`config.mk`:
```
export PLATFORM = sky130hd
export DESIGN_NAME = dbl_uart_tx
export DESIGN_NICKNAME = d
export VERILOG_FILES = /design/src/rtl/uart_tx_pkg.sv /design/src/rtl/uart_tx_holdreg.sv /design/src/rtl/uart_tx_cfgcalc.sv /design/src/rtl/uart_tx_shifter.sv /design/src/rtl/dbl_uart_tx.sv
export SDC_FILE = /design/constraint.sdc
export NUM_CORES = 1
export LEC_CHECK = 0
export BUFFER_PORTS_ARGS = -buffer_cell sky130_fd_sc_hd__buf_2
export CORE_UTILIZATION = 44
export DETAILED_ROUTE_END_ITERATION = 16
export GPL_ROUTABILITY_DRIVEN = 1
export PLACE_DENSITY = 0.68
export RECOVER_POWER = 25
export SETUP_SLACK_MARGIN = 0.05
export SLEW_MARGIN = 20
export SYNTH_ARGS = -nofsm -noshare
export SYNTH_HDL_FRONTEND = slang
export SYNTH_SLANG_ARGS = --single-unit
```
`constraint.sdc`:
```
create_clock -name clk -period 1.4 [get_ports clk]
set_input_delay 0.14 -clock clk [delete_from_list [all_inputs] [get_ports clk]]
set_output_delay 0.14 -clock clk [all_outputs]
set_load 0.02 [all_outputs]
```
`src/rtl/uart_tx_pkg.sv`:
```
package uart_tx_pkg;

  typedef enum logic [2:0] {
    ST_IDLE  = 3'd0,
    ST_START = 3'd1,
    ST_DATA  = 3'd2,
    ST_EXTRA = 3'd3,
    ST_STOP1 = 3'd4,
    ST_STOP2 = 3'd5
  } tx_state_e;

  // Frame format captured together with each byte at load time.
  typedef struct packed {
    logic seven;
    logic extra_en;
    logic extra_val;
    logic two_stop;
  } frame_cfg_t;

endpackage

```
`src/rtl/uart_tx_holdreg.sv`:
```
module uart_tx_holdreg #(
  parameter int DATA_W = 8
) (
  input  logic              clk,
  input  logic              rst_n,
  input  logic              wr_en,
  input  logic [DATA_W-1:0] wr_data,
  input  logic              load,
  input  logic              end_set,
  output logic [DATA_W-1:0] hold_data,
  output logic              flag_empty,
  output logic              flag_end
);

  logic [DATA_W-1:0] data_d;
  logic              empty_d;
  logic              end_d;

  // A host write has priority over the load and the end event of the same cycle.
  always_comb begin
    data_d  = hold_data;
    empty_d = flag_empty;
    end_d   = flag_end;
    if (load)    empty_d = 1'b1;
    if (end_set) end_d   = 1'b1;
    if (wr_en) begin
      data_d  = wr_data;
      empty_d = 1'b0;
      end_d   = 1'b0;
    end
  end

  always_ff @(posedge clk or negedge rst_n) begin
    if (!rst_n) begin
      hold_data  <= '0;
      flag_empty <= 1'b1;
      flag_end   <= 1'b1;
    end else begin
      hold_data  <= data_d;
      flag_empty <= empty_d;
      flag_end   <= end_d;
    end
  end

  assert_write_clears_R2: assert property (@(posedge clk) disable iff (!rst_n)
    wr_en |=> (!flag_empty && !flag_end));

  assert_load_frees_R3: assert property (@(posedge clk) disable iff (!rst_n)
    (load && !wr_en) |=> flag_empty);

  assert_end_implies_empty_R7: assert property (@(posedge clk) disable iff (!rst_n)
    flag_end |-> flag_empty);

endmodule

```
`src/rtl/uart_tx_cfgcalc.sv`:
```
module uart_tx_cfgcalc
  import uart_tx_pkg::*;
#(
  parameter int DATA_W = 8
) (
  input  logic [DATA_W-1:0] data,
  input  logic              cfg_seven_bits,
  input  logic              cfg_parity_en,
  input  logic              cfg_parity_odd,
  input  logic              cfg_mpb_en,
  input  logic              cfg_mpb_val,
  input  logic              cfg_two_stop,
  output frame_cfg_t        frame_cfg
);

  localparam logic [DATA_W-1:0] SHORT_MASK = {1'b0, {(DATA_W-1){1'b1}}};

  logic [DATA_W-1:0] masked;
  logic              par_bit;

  always_comb begin
    masked  = cfg_seven_bits ? (data & SHORT_MASK) : data;
    par_bit = (^masked) ^ cfg_parity_odd;
    frame_cfg.seven     = cfg_seven_bits;
    frame_cfg.extra_en  = cfg_mpb_en | cfg_parity_en;
    frame_cfg.extra_val = cfg_mpb_en ? cfg_mpb_val : par_bit;
    frame_cfg.two_stop  = cfg_two_stop;
  end

endmodule

```
`src/rtl/uart_tx_shifter.sv`:
```
module uart_tx_shifter
  import uart_tx_pkg::*;
#(
  parameter int DATA_W = 8
) (
  input  logic              clk,
  input  logic              rst_n,
  input  logic              baud_tick,
  input  logic              pend,
  input  logic [DATA_W-1:0] hold_data,
  input  frame_cfg_t        next_cfg,
  output logic              load,
  output logic              end_set,
  output logic              tx_line
);

  localparam int CNT_W = (DATA_W > 1) ? $clog2(DATA_W) : 1;
  localparam logic [CNT_W-1:0] LAST_LONG  = CNT_W'(DATA_W - 1);
  localparam logic [CNT_W-1:0] LAST_SHORT = CNT_W'(DATA_W - 2);

  tx_state_e         state_q, state_d;
  logic [DATA_W-1:0] sh_q, sh_d;
  logic [CNT_W-1:0]  cnt_q, cnt_d;
  frame_cfg_t        cfg_q, cfg_d;
  logic              stop2_q, stop2_d;
  logic              chain_q, chain_d;
  logic              enter_stop;
  logic [CNT_W-1:0]  last_idx;

  always_comb begin
    state_d    = state_q;
    sh_d       = sh_q;
    cnt_d      = cnt_q;
    cfg_d      = cfg_q;
    stop2_d    = stop2_q;
    chain_d    = chain_q;
    load       = 1'b0;
    end_set    = 1'b0;
    enter_stop = 1'b0;
    last_idx   = cfg_q.seven ? LAST_SHORT : LAST_LONG;

    case (state_q)
      ST_IDLE: begin
        if (baud_tick && pend) begin
          load    = 1'b1;
          state_d = ST_START;
        end
      end
      ST_START: begin
        if (baud_tick) begin
          state_d = ST_DATA;
          cnt_d   = '0;
        end
      end
      ST_DATA: begin
        if (baud_tick) begin
          sh_d = sh_q >> 1;
          if (cnt_q == last_idx) begin
            if (cfg_q.extra_en) begin
              state_d = ST_EXTRA;
            end else begin
              state_d    = ST_STOP1;
              enter_stop = 1'b1;
            end
          end else begin
            cnt_d = cnt_q + 1'b1;
          end
        end
      end
      ST_EXTRA: begin
        if (baud_tick) begin
          state_d    = ST_STOP1;
          enter_stop = 1'b1;
        end
      end
      ST_STOP1: begin
        if (baud_tick) begin
          if (stop2_q)      state_d = ST_STOP2;
          else if (chain_q) state_d = ST_START;
          else              state_d = ST_IDLE;
        end
      end
      ST_STOP2: begin
        if (baud_tick) state_d = chain_q ? ST_START : ST_IDLE;
      end
      default: state_d = ST_IDLE;
    endcase

    // Stop-bit entry: the next byte is taken now, or the line is declared done.
    if (enter_stop) begin
      stop2_d = cfg_q.two_stop;
      if (pend) begin
        load    = 1'b1;
        chain_d = 1'b1;
      end else begin
        end_set = 1'b1;
        chain_d = 1'b0;
      end
    end

    if (load) begin
      sh_d  = hold_data;
      cfg_d = next_cfg;
    end
  end

  always_ff @(posedge clk or negedge rst_n) begin
    if (!rst_n) begin
      state_q <= ST_IDLE;
      sh_q    <= '0;
      cnt_q   <= '0;
      cfg_q   <= '0;
      stop2_q <= 1'b0;
      chain_q <= 1'b0;
    end else begin
      state_q <= state_d;
      sh_q    <= sh_d;
      cnt_q   <= cnt_d;
      cfg_q   <= cfg_d;
      stop2_q <= stop2_d;
      chain_q <= chain_d;
    end
  end

  always_comb begin
    case (state_q)
      ST_START: tx_line = 1'b0;
      ST_DATA:  tx_line = sh_q[0];
      ST_EXTRA: tx_line = cfg_q.extra_val;
      default:  tx_line = 1'b1;
    endcase
  end

  assert_load_on_tick_R13: assert property (@(posedge clk) disable iff (!rst_n)
    load |-> baud_tick);

  assert_line_steady_R13: assert property (@(posedge clk) disable iff (!rst_n)
    !baud_tick |=> $stable(tx_line));

  assert_end_only_idle_R7: assert property (@(posedge clk) disable iff (!rst_n)
    end_set |-> !pend);

endmodule

```
`src/rtl/dbl_uart_tx.sv`:
```
module dbl_uart_tx
  import uart_tx_pkg::*;
#(
  parameter int DATA_W = 8
) (
  input  logic              clk,
  input  logic              rst_n,
  input  logic              baud_tick,
  input  logic              wr_en,
  input  logic [DATA_W-1:0] wr_data,
  input  logic              cfg_seven_bits,
  input  logic              cfg_parity_en,
  input  logic              cfg_parity_odd,
  input  logic              cfg_mpb_en,
  input  logic              cfg_mpb_val,
  input  logic              cfg_two_stop,
  input  logic              irq_empty_en,
  input  logic              irq_end_en,
  output logic              tx_line,
  output logic              flag_empty,
  output logic              flag_end,
  output logic              irq_empty,
  output logic              irq_end
);

  logic [1:0]        rst_sync;
  logic              rst_int_n;
  logic [DATA_W-1:0] hold_data;
  logic              load;
  logic              end_set;
  frame_cfg_t        next_cfg;

  // Asynchronous assertion, synchronous release.
  always_ff @(posedge clk or negedge rst_n) begin
    if (!rst_n) rst_sync <= 2'b00;
    else        rst_sync <= {rst_sync[0], 1'b1};
  end
  assign rst_int_n = rst_sync[1];

  uart_tx_holdreg #(.DATA_W(DATA_W)) u_hold (
    .clk        (clk),
    .rst_n      (rst_int_n),
    .wr_en      (wr_en),
    .wr_data    (wr_data),
    .load       (load),
    .end_set    (end_set),
    .hold_data  (hold_data),
    .flag_empty (flag_empty),
    .flag_end   (flag_end)
  );

  uart_tx_cfgcalc #(.DATA_W(DATA_W)) u_cfg (
    .data           (hold_data),
    .cfg_seven_bits (cfg_seven_bits),
    .cfg_parity_en  (cfg_parity_en),
    .cfg_parity_odd (cfg_parity_odd),
    .cfg_mpb_en     (cfg_mpb_en),
    .cfg_mpb_val    (cfg_mpb_val),
    .cfg_two_stop   (cfg_two_stop),
    .frame_cfg      (next_cfg)
  );

  uart_tx_shifter #(.DATA_W(DATA_W)) u_shift (
    .clk       (clk),
    .rst_n     (rst_int_n),
    .baud_tick (baud_tick),
    .pend      (!flag_empty),
    .hold_data (hold_data),
    .next_cfg  (next_cfg),
    .load      (load),
    .end_set   (end_set),
    .tx_line   (tx_line)
  );

  assign irq_empty = flag_empty & irq_empty_en;
  assign irq_end   = flag_end & irq_end_en;

  assert_reset_mark_R1: assert property (@(posedge clk) disable iff (!rst_int_n)
    $rose(rst_int_n) |-> (tx_line && flag_empty && flag_end));

endmodule

```
==> metrics <==
CTS clk-pin slew, worst paths=roughly 110 ps; setup TNS=-1780 ps; routed vias=between 1k and 1.5k; final setup margin=-120 ps; outcome=finished, violations left; total gr overflow=0; WL met1=between 1500 and 2000 µm; Final Skew=roughly 6.4 ps; Cell Rows=21; Die H=between 60 and 70 µm; Syn Area/Cell=approximately 11 µm²; Placed Area=slightly below 2000 µm²; relative slew slack=0.507; residual DRC count=0; CTS Buffer Depth=2; layout cells sized above 1=0.467; cell taking the most area after synthesis=dfrtp_1; Cell variety after synth=40; TritonCTS Buffers=5; Buffers on Ports=24; starting density of the core=0.473; router iterations before antenna repair=4; Ys Warns=0; CTS Root Cell=clkbuf_4; crit path cell chain=and3b_2, a21oi_2, buf_4, nor2_1, mux2_4; cell with the most instances after synthesis=dfrtp_1; Top Metal Used=met4; Mapped Cells=151; area of the multi-input gates=roughly 800 µm²; htree depth=2; kind of cell adding the most delay to the critical path=flip-flops; Worst Path Buf+Inv=1; initial antenna violation count=0; global-route wire length before repair=6240 µm; syn_nets=between 150 and 200; endpoint class of the critical path=flip-flop; crit start category=flip-flop; Critical-path top delay cell=dfrtp_1; clk_lat worst skew=350 ps; post-DP HPWL=2450 µm; final net count=about 230; ANT cells=0; min-delay worst type=input pin to flip-flop; Req. time, crit path=1640 ps; Yosys top cell area share=0.464; FF+latch count, synth=32; IO Pins=25; Final Hold Vio Count=0; CTS Sinks=32; vias per std cell=roughly 5.1; CP peak stage delay=approximately 430 ps; P_leak=between 0.9 and 1 nW; period utilisation layout=1.09; die area=between 3000 and 4000 µm²; ys async rst share=1.00; MaxCap Viol Count=0; post-route cell area=about 2200 µm²; violated checks=setup timing; core area=roughly 3400 µm²; number of flops mapped to enable cells by yosys=0; Synth top cells by count=dfrtp_1 (30), nand2_1 (18), o21ai_0 (15), mux2_2 (11), nor2_1 (9); WP data arrival=~1800 ps; RSZ-0062 raised after global routing=yes; FF+latch area=805 µm²; Die X=around 63 µm; Routed wire per std cell=roughly 14 µm; Worst Path Max Fanout=5; synthesis-to-layout area growth=36.5%; antenna-violating nets left=0; Worst-Margin Slew=approximately 740 ps; Most used DFF post-synth=dfrtp_1; largest net degree at the start of global routing=31; filler cell count=roughly 300; maximum VDD drop=approximately 1.1 mV; gp weighted congestion=between 0.8 and 0.9; minimum clock period=1520 ps; register area share after synthesis=0.497; TritonCTS clock tree=done; f_max=between 600 and 700 MHz; drt initial violations=between 80 and 90; final setup fails=18; critical setup path kind=flip-flop to flip-flop; Total GRT Usage=0.210; metal3 WL=around 140 µm; met2 WL=approximately 1800 µm; Max Slew Vio Count=0; PwrDens=1910 nW/µm²; top cells by area, synth=dfrtp_1 (46%), mux2_2 (7.7%), mux2i_1 (5.0%); Mapped Area=1620 µm²; final wirelength=3700 µm; number of global-route vias before repair=between 1k and 1.5k
==> state kept, by name, indices dropped and copies added, names as in the netlist <==
register           count
u_hold.hold_data       8
u_shift.sh_q           8
u_shift.cfg_q          4
u_shift.cnt_q          3
u_shift.state_q        3
rst_sync               2
u_hold.flag_empty      1
u_hold.flag_end        1
u_shift.chain_q        1
u_shift.stop2_q        1
==> per-stage QoR <==
stage	instances	hold slack (ps)	utilization	worst slack [ps]	total power [mW]
after floorplan	151	-156	-	-152	2.54
after global placement	240	-74.8	0.575	-71.6	3.10
after detailed placement	240	-74.7	0.575	-120	3.17
after CTS	256	11.8	0.624	-97.9	3.98
after global routing	260	7.63	0.646	-197	4.50
final	260	21.8	0.646	-120	4.22
==> layout by cell type, fill, tap and decap left out, types with 2 or more instances in the layout <==
cell type	Yosys	layout
dfrtp_1	30	29
buf_4	0	28
buf_2	1	20
nand2_1	18	16
o21ai_0	15	11
mux2_2	11	10
buf_6	2	9
mux2i_1	8	8
nor2_1	9	8
a21oi_1	6	5
clkbuf_4	0	5
xnor2_1	4	4
a21oi_2	2	3
nor3_1	4	3
a31oi_1	4	3
o21ai_1	1	3
inv_1	4	2
nand2_2	0	2
o21ai_2	0	2
nor2_2	1	2
clkinvlp_4	0	2
a21o_1	2	2
a22o_1	2	2
xor2_1	2	2
clkbuf_1	3	2
dfstp_2	2	2
==> power by group <==
group / total, mW / switching [mW] / internal [mW] / leakage (nW)
Sequential: 1.44 / 0.214 / 1.23 / 0.383
Clock: 0.534 / 0.340 / 0.193 / 0.0282
Combinational: 2.25 / 1.07 / 1.18 / 0.581
==> cell type report <==
class,count,share of cell area
Clock buffer,6,0.0187
Sequential cell,32,0.365
Multi-Input combinational cell,108,0.365
Tap cell,46,0.0261
Clock inverter,2,0.00567
Timing Repair Buffer,62,0.211
Inverter,4,0.00851
==> path summary, 6_finish.rpt <==
path                                                    to  cells past startpoint                         start  slack [ps]
setup / recovery               u_shift.stop2_q$_DFFE_PN0N_                      5  u_shift.cnt_q[2]$_DFFE_PN0P_        -120
hold / removal             u_hold.hold_data[0]$_DFFE_PN0P_                      2                    wr_data[0]          20
setup reg to reg               u_shift.stop2_q$_DFFE_PN0N_                      5  u_shift.cnt_q[2]$_DFFE_PN0P_        -120
hold reg to reg                      rst_sync[1]$_DFF_PN0_                      0         rst_sync[0]$_DFF_PN0_         370
max in group asynchronous   u_shift.state_q[1]$_DFFE_PN0P_                      1         rst_sync[1]$_DFF_PN0_         490
min in group asynchronous            rst_sync[0]$_DFF_PN0_                      2                         rst_n          90
==> cells by family after synthesis <==
| family | after synthesis | synth area share |
|---|---|---|
| compound gates | 40 | 0.166 |
| xor+xnor | 8 | 0.0565 |
| fa+ha+maj | 1 | 0.00774 |
| buf+inv | 11 | 0.0364 |
| flops | 32 | 0.497 |
| mux | 19 | 0.126 |
| other cells | 1 | 0.00232 |
| simple gates | 39 | 0.108 |
==> per-layer routing <==
layer  up-vias  GRT usage
met5         -          0
met4         0     0.0785
met3        13     0.0584
met2        37      0.341
met1       633      0.267
li1        652          -
==> timing repair <==
item,4_1_cts,5_1_grt
pin swaps,8,6
setup endpoints to repair,22,24
endpoints found under the hold margin,2,0
resized for setup,18,15
buffers inserted,6,4
gates cloned,1,0
hold buffers,1,0
(Power assumes the default switching activity.)
